==> src/rtl/addsub_pkg.sv <==
package addsub_pkg;
  // Strobes the control issues to one adder path.
  typedef struct packed {
    logic invertB;     // complement the second operand
    logic carryIn;     // carry into bit 0
    logic borrowFlag;  // report an inverted carry out as a borrow
  } adderStrobes_t;

  // Condition codes produced by one adder path.
  typedef struct packed {
    logic c;
    logic z;
    logic n;
    logic v;
  } condCodes_t;
endpackage

==> src/rtl/addsub_fa_cell.sv <==
module addsub_fa_cell (
  input  logic x,
  input  logic y,
  input  logic cIn,
  output logic s,
  output logic cOut
);
  logic prop;
  logic gen;

  always_comb begin
    prop = x ^ y;
    gen  = x & y;
    s    = prop ^ cIn;
    cOut = gen | (prop & cIn);
  end
endmodule

==> src/rtl/addsub_datapath.sv <==
module addsub_datapath
  import addsub_pkg::*;
#(
  parameter int WIDTH = 8
) (
  input  logic [WIDTH-1:0] opA,
  input  logic [WIDTH-1:0] opB,
  input  adderStrobes_t    strobes,
  output logic [WIDTH-1:0] sum,
  output condCodes_t       codes
);
  localparam int MSB = WIDTH - 1;

  logic [WIDTH-1:0] bEff;
  logic [WIDTH:0]   carry;

  assign bEff     = opB ^ {WIDTH{strobes.invertB}};
  assign carry[0] = strobes.carryIn;

  for (genvar i = 0; i < WIDTH; i++) begin : g_bit
    addsub_fa_cell u_fa (
      .x    (opA[i]),
      .y    (bEff[i]),
      .cIn  (carry[i]),
      .s    (sum[i]),
      .cOut (carry[i+1])
    );
  end

  always_comb begin
    codes.c = carry[WIDTH] ^ strobes.borrowFlag;
    codes.z = ~|sum;
    codes.n = sum[MSB];
    codes.v = carry[WIDTH] ^ carry[MSB];
  end
endmodule

==> src/rtl/addsub_ctrl.sv <==
module addsub_ctrl
  import addsub_pkg::*;
(
  input  logic          subSel,
  input  logic          signedMode,
  output adderStrobes_t mainStrobes,
  output adderStrobes_t cmpStrobes,
  output logic          signedCmp
);
  always_comb begin
    mainStrobes.invertB    = subSel;
    mainStrobes.carryIn    = subSel;
    mainStrobes.borrowFlag = subSel;
    // The compare path always forms A-B.
    cmpStrobes.invertB     = 1'b1;
    cmpStrobes.carryIn     = 1'b1;
    cmpStrobes.borrowFlag  = 1'b1;
    signedCmp              = signedMode;
  end
endmodule

==> src/rtl/addsub_relation.sv <==
module addsub_relation
  import addsub_pkg::*;
(
  input  condCodes_t diffCodes,
  input  logic       signedCmp,
  output logic       isEq,
  output logic       isLt,
  output logic       isGt
);
  logic ltSigned;
  logic ltUnsigned;

  always_comb begin
    ltSigned   = diffCodes.n ^ diffCodes.v;
    ltUnsigned = diffCodes.c;
    isEq       = diffCodes.z;
    isLt       = signedCmp ? ltSigned : ltUnsigned;
    isGt       = ~isLt & ~isEq;
  end
endmodule

==> src/rtl/radix_addsub_cmp.sv <==
module radix_addsub_cmp
  import addsub_pkg::*;
#(
  parameter int WIDTH = 8
) (
  input  logic [WIDTH-1:0] opA,
  input  logic [WIDTH-1:0] opB,
  input  logic             subSel,
  input  logic             signedMode,
  output logic [WIDTH-1:0] sumOut,
  output logic             flagC,
  output logic             flagZ,
  output logic             flagN,
  output logic             flagV,
  output logic             relEq,
  output logic             relLt,
  output logic             relGt
);
  adderStrobes_t    mainStrobes;
  adderStrobes_t    cmpStrobes;
  logic             signedCmp;
  condCodes_t       mainCodes;
  condCodes_t       cmpCodes;
  logic [WIDTH-1:0] cmpDiff;

  addsub_ctrl u_ctrl (
    .subSel      (subSel),
    .signedMode  (signedMode),
    .mainStrobes (mainStrobes),
    .cmpStrobes  (cmpStrobes),
    .signedCmp   (signedCmp)
  );

  addsub_datapath #(.WIDTH(WIDTH)) u_mainPath (
    .opA     (opA),
    .opB     (opB),
    .strobes (mainStrobes),
    .sum     (sumOut),
    .codes   (mainCodes)
  );

  addsub_datapath #(.WIDTH(WIDTH)) u_cmpPath (
    .opA     (opA),
    .opB     (opB),
    .strobes (cmpStrobes),
    .sum     (cmpDiff),
    .codes   (cmpCodes)
  );

  addsub_relation u_rel (
    .diffCodes (cmpCodes),
    .signedCmp (signedCmp),
    .isEq      (relEq),
    .isLt      (relLt),
    .isGt      (relGt)
  );

  // The difference value itself is not brought out; only its codes matter.
  logic unusedDiff;
  assign unusedDiff = ^cmpDiff;

  assign flagC = mainCodes.c;
  assign flagZ = mainCodes.z;
  assign flagN = mainCodes.n;
  assign flagV = mainCodes.v;
endmodule

==> config.mk <==
export PLATFORM = sky130hd
export DESIGN_NAME = radix_addsub_cmp
export DESIGN_NICKNAME = d
export VERILOG_FILES = /design/src/rtl/addsub_pkg.sv /design/src/rtl/addsub_fa_cell.sv /design/src/rtl/addsub_datapath.sv /design/src/rtl/addsub_ctrl.sv /design/src/rtl/addsub_relation.sv /design/src/rtl/radix_addsub_cmp.sv
export SDC_FILE = /design/constraint.sdc
export NUM_CORES = 1
export LEC_CHECK = 0
export ABC_AREA = 1
export CAP_MARGIN = 10
export CORE_MARGIN = 2
export CORE_UTILIZATION = 47
export DETAILED_ROUTE_END_ITERATION = 16
export PLACE_DENSITY_LB_ADDON = 0.08
export SETUP_SLACK_MARGIN = 0.15
export SLEW_MARGIN = 10
export SYNTH_ARGS = -nofsm -noshare
export SYNTH_HDL_FRONTEND = slang
export SYNTH_HIERARCHICAL = 1
export SYNTH_SLANG_ARGS = --single-unit
==> constraint.sdc <==
create_clock -name vclk -period 9.81
set_input_delay 1.4715 -clock vclk [all_inputs]
set_output_delay 1.4715 -clock vclk [all_outputs]
set_load 0.1 [all_outputs]
==> results.sh, run 1 <==
export IMPL_synth_area_um2=686.9
export IMPL_viasPerCell=4.555
export IMPL_grt_pass1_wl_mm=2.415
export IMPL_port_buffer_count=33
export IMPL_cp_end_kind="output pin"
export IMPL_min_path_type="in -> out"
export IMPL_p_per_area_nw_per_um2=214.7
export IMPL_crit_top_cell="fa_1"
export IMPL_whs_ns=4.038
export IMPL_drc=0
export IMPL_crit_slowest_cell="clkdlybuf4s50_1"
export IMPL_drt_first_pass_iters=3
export IMPL_post_drt_wl_per_cell_um=12.15
export IMPL_place_inst=110
export IMPL_rsz0062_at_grt="false"
export IMPL_initial_utilization_pct=51.50
export IMPL_worst_path_buf_inv=2
export IMPL_nClkBuffers=0
export IMPL_dp_hpwl_mm=1.222
export IMPL_register_area_um2=0
export IMPL_worstSetupPathType="in -> out"
export IMPL_period_minus_slack_ns=8.533
export IMPL_grt_ovfl_total=0
export IMPL_critPathMaxFanout=10
export IMPL_fp_dieH_um=42.23
export IMPL_netlist_instances=71
export IMPL_grt_max_degree=11
export IMPL_io_pins=33
export IMPL_whs_path_depth=6
export IMPL_cp_cell_sequence="clkdlybuf4s50_1, xor2_1, fa_1, fa_1, fa_1, fa_1, fa_1, fa_1, fa_1, fa_1, xor2_1, clkdlybuf4s50_1"
export IMPL_vdd_drop_max_uv=180.1
export IMPL_grt_antenna_before_repair=0
export IMPL_total_power_mw=0.2042
export IMPL_slowest_delay_ns=1.16
export IMPL_relSlewSlack_pct=34.04
export IMPL_power_leakage_nw=0.3953
export IMPL_antennaDiodeCount=0
export IMPL_cpLargestDelayFamily="adder cells"
export IMPL_vias=501
export IMPL_holdPathEnd="flagZ"
export IMPL_track_usage_pct=17.34
export IMPL_worstMarginPinSlew_ns=0.9863
export IMPL_antenna_left=0
export IMPL_outcome="complete, no violations"
export IMPL_fin_setup_tns_ns=0
export IMPL_fmax_mhz=117.2
export IMPL_setup_violations_final=0
export IMPL_final_cells=110
export IMPL_layout_nets=131
export IMPL_seq_cells=0
export IMPL_syn_avg_cell_area_um2=9.675
export IMPL_min_period_over_period_pct=86.98
export IMPL_hold_start="opA[5]"
export IMPL_cp_arrival_ns=7.06
export IMPL_grt_pass1_vias=564
export IMPL_cts_resized=0
export IMPL_drive_gt1_share_pct=4.211
export IMPL_ys_warn_count=6
export IMPL_die_area_um2=1783
export IMPL_die_w_um=42.23
export IMPL_syn_to_final_growth_pct=38.43
export IMPL_drv_cap=0
export IMPL_fillCellCount=115
export IMPL_fp_row_count=13
export IMPL_drt_total_wl_mm=1.337
export IMPL_globalplace_congestion=0.7424
export IMPL_cts_setup_buffers=0
export IMPL_drv_slew=0
export IMPL_cts_hold_buf=0
export IMPL_drt_iter0_drc=1
export IMPL_final_hold_viol_count=0
export IMPL_critPathLaunchType="primary input"
export IMPL_cp_required_ns=8.34
export IMPL_fp_coreArea_um2=1334
layout make-up:
cell class         count  area (µm²)  share of cell area [%]
repair buffers        33       327.8                   34.47
inverters              3       11.26                   1.184
multi-input cells     59       593.1                   62.37
well taps             15       18.77                   1.974
how the worst max path moves through the flow:
stage | start | end | cells past startpoint
CTS | subSel | flagC | 12
finish | subSel | flagC | 12
global route | opB[0] | relGt | 16
detailed placement | subSel | flagC | 12
floorplan | subSel | flagZ | 14
global placement | subSel | flagV | 12
metrics by stage:
| stage | utilization, % | cell area [µm²] | setup slack (ns) |
|---|---|---|---|
| after floorplan | - | 694.4 | 1.284 |
| after global placement | 71.29 | 950.9 | 1.329 |
| after detailed placement | 71.29 | 950.9 | 1.282 |
| after CTS | 71.29 | 950.9 | 1.260 |
| after global routing | 71.29 | 950.9 | 1.070 |
| final | 71.29 | 950.9 | 1.277 |
tightest hold or removal path, stage by stage:
cell	delay [ns]
clkdlybuf4s50_1	0.53
fa_1	0.20
nor2_1	0.05
nand2_1	0.05
nor2_1	0.04
buf_4	0.22
metal layers:
layer | vias to the layer above | share of wire, % | track usage [%]
met5 | - | 0 | 0
met1 | 228 | 41 | 22.40
met2 | 23 | 51 | 32.00
li1 | 246 | - | -
met4 | 0 | 2.1 | 3.750
met3 | 4 | 5.6 | 0.4310
placed cells by master (no fill, tap or decap):
cell type	n
xor2_1	20
nor2_1	10
nand2_2	1
buf_4	1
inv_1	3
nand2_1	7
clkdlybuf4s50_1	32
nor2_2	1
nand3_2	1
fa_1	16
conb_1	3
power by group:
group / switching, mW / total [mW] / leakage, nW / internal (mW)
Clock: 0 / 0 / 0 / 0
Sequential: 0 / 0 / 0 / 0
Combinational: 0.151 / 0.204 / 0.395 / 0.0528
No activity file was read; power rests on OpenSTA's default activity.
==> inputs of run 2 (changes only) <==
Settings changed: GPL_TIMING_DRIVEN set to 0.
==> results.sh, run 2 (synthesized netlist as in run 1, its figures left out) <==
export IMPL_io_pins=33
export IMPL_grt_max_degree=9
export IMPL_cts_hold_buf=0
export IMPL_die_w_um=42.23
export IMPL_drc=0
export IMPL_whs_path_depth=3
export IMPL_min_path_type="in -> out"
export IMPL_drt_first_pass_iters=1
export IMPL_register_area_um2=0
export IMPL_final_common_cell="clkdlybuf4s50_1"
export IMPL_vias=534
export IMPL_drive_gt1_share_pct=13.46
export IMPL_worst_path_buf_inv=3
export IMPL_relSlewSlack_pct=34.53
export IMPL_period_minus_slack_ns=8.530
export IMPL_power_leakage_nw=0.4393
export IMPL_cpLargestDelayFamily="adder cells"
export IMPL_crit_slowest_cell="clkdlybuf4s50_1"
export IMPL_grt_pass1_wl_mm=2.470
export IMPL_drt_total_wl_mm=1.459
export IMPL_fp_row_count=13
export IMPL_syn_to_final_growth_pct=49.00
export IMPL_vdd_drop_max_uv=205.7
export IMPL_cp_cell_sequence="clkdlybuf4s50_1, xor2_1, fa_1, fa_1, fa_1, fa_1, fa_1, fa_1, fa_1, fa_1, nor2_1, nand2_1, nor2_1, buf_4, clkdlybuf4s50_1"
export IMPL_grt_antenna_before_repair=0
export IMPL_crit_top_cell="fa_1"
export IMPL_drv_cap=0
export IMPL_nClkBuffers=0
export IMPL_fin_setup_tns_ns=0
export IMPL_critPathMaxFanout=3
export IMPL_globalplace_congestion=0.7628
export IMPL_outcome="complete, no violations"
export IMPL_fmax_mhz=117.2
export IMPL_track_usage_pct=17.64
export IMPL_hold_start="subSel"
export IMPL_whs_ns=4.040
export IMPL_fp_dieH_um=42.23
export IMPL_min_period_over_period_pct=86.96
export IMPL_cts_resized=0
export IMPL_cp_arrival_ns=7.06
export IMPL_critPathLaunchType="primary input"
export IMPL_final_area_um2=1023
export IMPL_worstMarginPinSlew_ns=0.9790
export IMPL_final_hold_viol_count=0
export IMPL_layout_nets=140
export IMPL_antennaDiodeCount=0
export IMPL_die_area_um2=1783
export IMPL_slowest_delay_ns=1.12
export IMPL_drv_slew=0
export IMPL_dp_hpwl_mm=1.343
export IMPL_path_depth=15
export IMPL_total_power_mw=0.2097
export IMPL_grt_ovfl_total=0
export IMPL_antenna_left=0
export IMPL_cts_setup_buffers=0
export IMPL_drt_iter0_drc=0
export IMPL_viasPerCell=4.487
export IMPL_post_drt_wl_per_cell_um=12.26
export IMPL_worstSetupPathType="in -> out"
export IMPL_fp_coreArea_um2=1334
export IMPL_grt_pass1_vias=602
export IMPL_cp_end_kind="output pin"
export IMPL_place_area_um2=1023
export IMPL_rsz0062_at_grt="false"
export IMPL_initial_utilization_pct=51.50
export IMPL_p_per_area_nw_per_um2=204.8
export IMPL_seq_cells=0
export IMPL_fillCellCount=108
export IMPL_timing_critical_path_from="opB[0]"
export IMPL_setup_violations_final=0
export IMPL_port_buffer_count=31
export IMPL_cp_required_ns=8.34
export IMPL_most_common_layout_cells="31 x clkdlybuf4s50_1, 20 x xor2_1, 16 x fa_1"
-- run 2: layout make-up --
cell class,count,area (µm²),share of cell area (%)
repair buffers,31,310.3,30.32
well taps,15,18.77,1.834
multi-input cells,59,593.1,57.95
plain buffers,11,90.09,8.802
inverters,3,11.26,1.100
-- run 2: metrics by stage --
stage	utilization (%)	setup WS (ns)	std cells
floorplan	-	1.284	73
global placement	76.74	1.370	119
detailed placement	76.74	1.266	119
CTS	76.74	1.251	119
global route	76.74	1.135	119
finish	76.74	1.280	119
-- run 2: layer usage --
layer  up-vias  GRT usage, %  wire [µm]
met5         -             0          0
met4         0         1.875         15
met3         2        0.4310         64
met2        21         36.00        813
met1       244         20.54        566
li1        267             -          -
-- run 2: path summary, 6_finish.rpt --
path / slack [ns] / end
worst max-delay path: 1.28 / relEq
worst min-delay path: 4.04 / flagC
-- run 2: where the power goes --
part / internal [mW] / leakage [nW] / switching [mW]
Combinational: 0.0569 / 0.439 / 0.153
Sequential: 0 / 0 / 0
Clock: 0 / 0 / 0
Total: 0.0569 / 0.439 / 0.153
